<file path="config.mk">
export PLATFORM = sky130hd
export DESIGN_NAME = ptw_top
export DESIGN_NICKNAME = d
export VERILOG_FILES = /design/src/rtl/ptw_pkg.sv /design/src/rtl/ptw_slot_addr.sv /design/src/rtl/ptw_entry_fields.sv /design/src/rtl/ptw_top.sv
export SDC_FILE = /design/constraint.sdc
export NUM_CORES = 1
export LEC_CHECK = 0
export BUFFER_PORTS_ARGS = -buffer_cell sky130_fd_sc_hd__buf_4
export CAP_MARGIN = 5
export CORE_MARGIN = 2
export CORE_UTILIZATION = 35
export CTS_CLUSTER_SIZE = 8
export DETAILED_ROUTE_END_ITERATION = 10
export GPL_ROUTABILITY_DRIVEN = 0
export PLACE_DENSITY = 0.58
export SETUP_SLACK_MARGIN = 0.2
export SLEW_MARGIN = 20
export SYNTH_ARGS = -nofsm -noshare
export SYNTH_HDL_FRONTEND = slang
export SYNTH_SLANG_ARGS = --single-unit
</file>
<file path="constraint.sdc">
create_clock -name clk -period 5.36 [get_ports clk]
set_input_delay 1.072 -clock clk [delete_from_list [all_inputs] [get_ports clk]]
set_output_delay 1.072 -clock clk [all_outputs]
set_load 0.01 [all_outputs]
</file>
<file path="src/rtl/ptw_pkg.sv">
package ptw_pkg;

    typedef enum logic [2:0] {
        S_IDLE,
        S_DIR_ISSUE,
        S_DIR_WAIT,
        S_LEAF_ISSUE,
        S_LEAF_WAIT,
        S_DONE,
        S_FAULT
    } walk_state_e;

    typedef enum logic {
        LVL_DIR  = 1'b0,
        LVL_LEAF = 1'b1
    } walk_level_e;

endpackage

</file>
<file path="src/rtl/ptw_slot_addr.sv">
// Byte address of one table slot: base plus scaled index.
module ptw_slot_addr #(
    parameter int PA_W        = 32,
    parameter int IDX_W       = 10,
    parameter int ENTRY_SHIFT = 2
) (
    input  logic [PA_W-1:0]  base,
    input  logic [IDX_W-1:0] idx,
    output logic [PA_W-1:0]  addr
);
    localparam int PAD_W = PA_W - IDX_W;

    logic [PA_W-1:0] idx_wide;

    always_comb begin
        idx_wide = {{PAD_W{1'b0}}, idx} << ENTRY_SHIFT;
        addr     = base + idx_wide;
    end
endmodule

</file>
<file path="src/rtl/ptw_entry_fields.sv">
// Splits a table slot into present bit, next-level base, frame and flags.
module ptw_entry_fields #(
    parameter int PA_W  = 32,
    parameter int OFF_W = 12
) (
    input  logic [PA_W-1:0]       entry,
    output logic                  present,
    output logic [PA_W-1:0]       next_base,
    output logic [PA_W-OFF_W-1:0] frame,
    output logic [OFF_W-1:0]      flags
);
    always_comb begin
        present   = entry[0];
        frame     = entry[PA_W-1:OFF_W];
        next_base = {entry[PA_W-1:OFF_W], {OFF_W{1'b0}}};
        flags     = entry[OFF_W-1:0];
    end
endmodule

</file>
<file path="src/rtl/ptw_top.sv">
module ptw_top #(
    parameter int VA_W        = 32,
    parameter int PA_W        = 32,
    parameter int OFF_W       = 12,
    parameter int LEAF_IDX_W  = 10,
    parameter int ENTRY_BYTES = 4
) (
    input  logic                  clk,
    input  logic                  rst_n,
    input  logic                  req_valid,
    input  logic [VA_W-1:0]       req_vaddr,
    input  logic [PA_W-1:0]       req_root,
    output logic                  busy,
    output logic                  mem_rd_en,
    output logic [PA_W-1:0]       mem_rd_addr,
    input  logic                  mem_rd_valid,
    input  logic [PA_W-1:0]       mem_rd_data,
    output logic                  rsp_valid,
    output logic                  rsp_fault,
    output logic                  rsp_fault_lvl,
    output logic [PA_W-OFF_W-1:0] rsp_frame,
    output logic [OFF_W-1:0]      rsp_flags,
    output logic [PA_W-1:0]       rsp_paddr
);
    import ptw_pkg::*;

    localparam int DIR_IDX_W   = VA_W - OFF_W - LEAF_IDX_W;
    localparam int FRAME_W     = PA_W - OFF_W;
    localparam int ENTRY_SHIFT = $clog2(ENTRY_BYTES);
    localparam int IDX_MAX_W   = (DIR_IDX_W > LEAF_IDX_W) ? DIR_IDX_W : LEAF_IDX_W;

    walk_state_e          state_q, state_d;
    walk_level_e          lvl_q;
    logic [VA_W-1:0]      va_q;
    logic [PA_W-1:0]      root_q;
    logic [PA_W-1:0]      tbl_q;
    logic [FRAME_W-1:0]   frame_q;
    logic [OFF_W-1:0]     flags_q;

    logic [PA_W-1:0]      sel_base;
    logic [IDX_MAX_W-1:0] sel_idx;
    logic [PA_W-1:0]      slot_addr;
    logic                 ent_present;
    logic [PA_W-1:0]      ent_base;
    logic [FRAME_W-1:0]   ent_frame;
    logic [OFF_W-1:0]     ent_flags;

    // Address source: directory fields until the leaf read is issued.
    always_comb begin
        if (state_q == S_LEAF_ISSUE) begin
            sel_base = tbl_q;
            sel_idx  = IDX_MAX_W'(va_q[OFF_W +: LEAF_IDX_W]);
        end else begin
            sel_base = root_q;
            sel_idx  = IDX_MAX_W'(va_q[VA_W-1 -: DIR_IDX_W]);
        end
    end

    ptw_slot_addr #(
        .PA_W        (PA_W),
        .IDX_W       (IDX_MAX_W),
        .ENTRY_SHIFT (ENTRY_SHIFT)
    ) slot_addr_i (
        .base (sel_base),
        .idx  (sel_idx),
        .addr (slot_addr)
    );

    ptw_entry_fields #(
        .PA_W  (PA_W),
        .OFF_W (OFF_W)
    ) entry_fields_i (
        .entry     (mem_rd_data),
        .present   (ent_present),
        .next_base (ent_base),
        .frame     (ent_frame),
        .flags     (ent_flags)
    );

    // State register
    always_ff @(posedge clk or negedge rst_n) begin
        if (!rst_n) begin
            state_q <= S_IDLE;
        end else begin
            state_q <= state_d;
        end
    end

    // Next-state logic
    always_comb begin
        state_d = state_q;
        unique case (state_q)
            S_IDLE:       if (req_valid) state_d = S_DIR_ISSUE;
            S_DIR_ISSUE:  state_d = S_DIR_WAIT;
            S_DIR_WAIT:   if (mem_rd_valid) state_d = ent_present ? S_LEAF_ISSUE : S_FAULT;
            S_LEAF_ISSUE: state_d = S_LEAF_WAIT;
            S_LEAF_WAIT:  if (mem_rd_valid) state_d = ent_present ? S_DONE : S_FAULT;
            S_DONE:       state_d = S_IDLE;
            S_FAULT:      state_d = S_IDLE;
            default:      state_d = S_IDLE;
        endcase
    end

    // Walk context and result capture
    always_ff @(posedge clk or negedge rst_n) begin
        if (!rst_n) begin
            va_q    <= '0;
            root_q  <= '0;
            tbl_q   <= '0;
            frame_q <= '0;
            flags_q <= '0;
            lvl_q   <= LVL_DIR;
        end else begin
            unique case (state_q)
                S_IDLE: begin
                    if (req_valid) begin
                        va_q   <= req_vaddr;
                        root_q <= req_root;
                    end
                end
                S_DIR_WAIT: begin
                    if (mem_rd_valid) begin
                        tbl_q <= ent_base;
                        lvl_q <= LVL_DIR;
                    end
                end
                S_LEAF_WAIT: begin
                    if (mem_rd_valid) begin
                        frame_q <= ent_frame;
                        flags_q <= ent_flags;
                        lvl_q   <= LVL_LEAF;
                    end
                end
                default: ;
            endcase
        end
    end

    // Outputs
    always_comb begin
        busy          = (state_q != S_IDLE);
        mem_rd_en     = (state_q == S_DIR_ISSUE) || (state_q == S_LEAF_ISSUE);
        mem_rd_addr   = slot_addr;
        rsp_valid     = (state_q == S_DONE) || (state_q == S_FAULT);
        rsp_fault     = (state_q == S_FAULT);
        rsp_fault_lvl = lvl_q;
        rsp_frame     = frame_q;
        rsp_flags     = flags_q;
        rsp_paddr     = {frame_q, va_q[OFF_W-1:0]};
    end
endmodule

</file>
==> reports/results.txt <==
The count of cells in the finished layout, fillers not included, comes to 963. The final route contains 4775 vias. The endpoint class of the critical path was a primary output. Setup repair after global routing left no endpoint under its margin. The tools report the root buffer cell as sky130_fd_sc_hd__clkbuf_16. The number of iterations in the first detailed-routing pass is 4, and the global-route track usage on met3 is 4.92%.

The number of buffers and inverters on the critical path is 4. The logs give 20.3% for the met1 usage in global routing and 0 for the hold violation count in the final report. In the synthesized netlist the dominant register cell turns out to be sky130_fd_sc_hd__dfrtp_1. Yosys attributes the largest share of cell area to sky130_fd_sc_hd__dfrtp_1, sky130_fd_sc_hd__mux2_2, sky130_fd_sc_hd__buf_4, sky130_fd_sc_hd__nand2_1, sky130_fd_sc_hd__xnor2_1. Iteration-0 DRC count of the detailed router: 242.

The cell count after synthesis is 549, and the total routing resource utilization after global routing is 16.8%. Summing all flip-flop and latch instances after layout gives 3000 um2. Data arrival time at the worst-slack endpoint: 3.85 ns. The logs give 35.8% for the max-slew headroom at the worst pin and 11500 um for the half-perimeter wire length of the detailed placement result.

After global routing, the most crowded layer is met2. The mean number of vias per cell is 4.96. After routing the design area is 8480 um2. The largest voltage drop on the vdd net was 0.000454 V; the number of flops mapped to enable cells by yosys was 0.

Global routing finished with a remaining overflow of 0. In the layout the commonest cells are sky130_fd_sc_hd__buf_4, sky130_fd_sc_hd__dfrtp_1, sky130_fd_sc_hd__mux2_2. The run gives 50 as the number of distinct library cell variants in the gate-level netlist after synthesis. The hold-fix buffer count after cts was 0; the effective utilization at floorplan was 35.5%.

TritonCTS built the clock tree. Summed over its instances, the top area cell type makes up 47.5% of the synthesized netlist area. Clock tree synthesis inserted a total of 17 buffers. On the critical path, the stage with the largest delay is an instance of sky130_fd_sc_hd__dfrtp_1. Dividing the synthesized area by the synthesized cell count gives 11.5 um2.

The completed layout was analyzed and its total power is 6.30 mW. Maximum level of the CTS H-tree: 4. For this design the static power due to leakage is 3.89 nW. The repair_antennas step left the layout with diodes totalling 0. From synthesis to final layout, the design area changed by 34.1%. The leading area contributor after synthesis was sky130_fd_sc_hd__dfrtp_1. The number of global-route vias before repair is 4964. For met2 alone, demand over resource in global routing was 27.8%. Measured along the x axis, the die boundary spans 138 um. The power per cell area works out to 743 nW/um2. The kind of critical path is reg2out. Of the cells placed in the final design, the portion with a size suffix greater than 1 is 50.0%. The fraction of synthesis flops using an asynchronous set or reset pin came out at 100%.

The final-layout setup total negative slack came out at 0 ns. Summing all multi-input logic gate instances after layout gives 2950 um2. The number of nets in the synthesized netlist is 660.

The clock passes through at most 2 buffers. After detailed routing, the number of remaining DRC violations is 0. The worst hold path belongs to the class reg2reg. The run gives 930 as the cell count after placement. The mapped netlist covers 6330 um2. The y dimension of the die works out to 138 um. Number of antenna violations at the first check in global routing: 0.

The logs give 201 for the count of boundary I/O pins and 833 for the post-layout net count. Dividing the final minimum period by the clock period gives 91.8%. The worst setup path is launched from a flop. Largest net degree at the start of global routing: 121.

Of all nets on the critical path, the largest fanout is 14. The number of clock sinks came out at 120. Most frequent standard cell in the layout excluding fill and tap cells: sky130_fd_sc_hd__buf_4.

The wire length per cell after detailed routing was 16.6 um; the number of warning messages in the yosys log was 0. The flip-flop and latch count after synthesis came out at 120. The worst path required time was 4.29 ns. The top cell family by delay on the critical path is simple AND/OR/NAND/NOR gates. Traced cell by cell, the critical path runs through nand3b_1 -> buf_12 -> buf_4 -> and2_1 -> ha_1 -> a211oi_1 -> o21bai_1 -> o311ai_2 -> buf_4 -> or2_4 -> nor4_1 -> xnor2_1 -> buf_4. The cell that appears most often on the critical path is sky130_fd_sc_hd__buf_4. For the total cell area at the placement stage, the log shows 7840 um2.

The number of I/O port buffers is 200, and the count of max-cap constraint violations is 0. The clock latency on the worst-skew pair was 0.42 ns. Summing the sequential cell areas from Yosys gives 47.5% of the chip area.

The count of nets left with antenna violations once routing finished came out at 0. Between clock sinks in the finished design, the worst skew comes to 0.00686 ns. The transition time at the pin with the least slew margin is 0.964 ns, and the area of the core is 17800 um2. The longest individual stage delay on the worst path is 0.50 ns, and the post-route minimum period is 4.92 ns. Number of setup violations in the final report: 0. Measured on the finished design, the core utilization comes to 47.5%. The clock-pin slew reported for the worst setup and hold paths after clock tree synthesis is 0.05 ns.

The routed design has 16000 um of wire. In this run the core area contains 49 standard-cell rows. The logs give 25600 um for the global-route wire length before repair and 0 for the total count of max-transition violations in the final report. The maximum clock rate was 203 MHz. The layout has 1633 filler cells. The run finished with clean final reports. The full die area came out at 19200 um2.
-- cells by family (layout without fill, tap and decap cells) --
group           count (synthesis)  after routing  share of synthesized area [%]
mux                           135            135                           23.9
buf+inv                        69            254                           6.45
fa+ha+maj                      11             11                           2.29
flops                         120            120                           47.5
compound gates                 45             45                           5.00
simple gates                  140            140                           10.9
xor+xnor                       29             29                           4.02
-- flip-flops by register name (all words and copies together), names as in the netlist --
name	count
root_q	32
va_q	32
state_q	3
tbl_q	20
rsp_flags	12
rsp_fault_lvl	1
rsp_frame	20
-- layout make-up --
class                           count  area share, %
Sequential cell                   120           35.4
Multi-Input combinational cell    360           34.7
Timing Repair Buffer              210           18.8
Clock buffer                       24           6.03
Tap cell                          229           3.38
Clock inverter                      7           1.06
Inverter                           13          0.575
-- metrics by stage --
stage / setup WS (ns) / hold slack (ns)
2_1_floorplan: 0.762 / 0.472
3_3_place_gp: 0.674 / 0.485
3_5_place_dp: 0.444 / 0.488
4_1_cts: 0.322 / 0.500
5_1_grt: 0.218 / 0.509
6_report: 0.441 / 0.495
-- metal layers --
| metal | up-vias | wire length, um |
|---|---|---|
| met5 | - | 0 |
| met4 | 0 | 409 |
| met3 | 35 | 1060 |
| met2 | 168 | 7730 |
| met1 | 2331 | 6810 |
| li1 | 2241 | - |
-- timing repair --
item / in CTS / in global routing
cloned: 0 / 0
setup endpoints to repair: 9 / 1
gates resized for setup: 0 / 1
setup buffers: 2 / 0
-- where the power goes --
part           internal, mW  leakage (nW)  switching (mW)
Clock                 0.753         0.294           0.406
Combinational          1.77          2.17            1.63
Sequential             1.37          1.43           0.365
Total                  3.90          3.89            2.40
-- final timing paths --
kind,start,end,slack [ns],depth (start not counted)
hold reg to reg,root_q[1],root_q[1],0.49,1
min in group asynchronous,rst_n,rsp_flags[8],0.81,1
hold / removal,root_q[1],root_q[1],0.49,1
setup / recovery,state_q[2],mem_rd_addr[31],0.44,13
setup reg to reg,state_q[2],va_q[29],2.68,4
max in group asynchronous,rst_n,root_q[19],3.90,1
-- worst register-to-register path, delay by kind of cell (launching register included) --
kind                   cells  cell delay [ns]
buffers and inverters      1             0.58
flip-flops                 1             0.50
AND/OR/NAND/NOR            2             1.05
multiplexers               1             0.43
-- cell usage after synthesis, drive strengths merged, types with 8 or more instances --
cell and count:
o21ai 12, buf 48, clkbuf 8, nand3 16, dfrtp 120, xor2 8, nor2 26, mux2i 19
and2 13, mux2 116, xnor2 21, inv 13, ha 10, nand2 52
(Power assumes the default switching activity.)
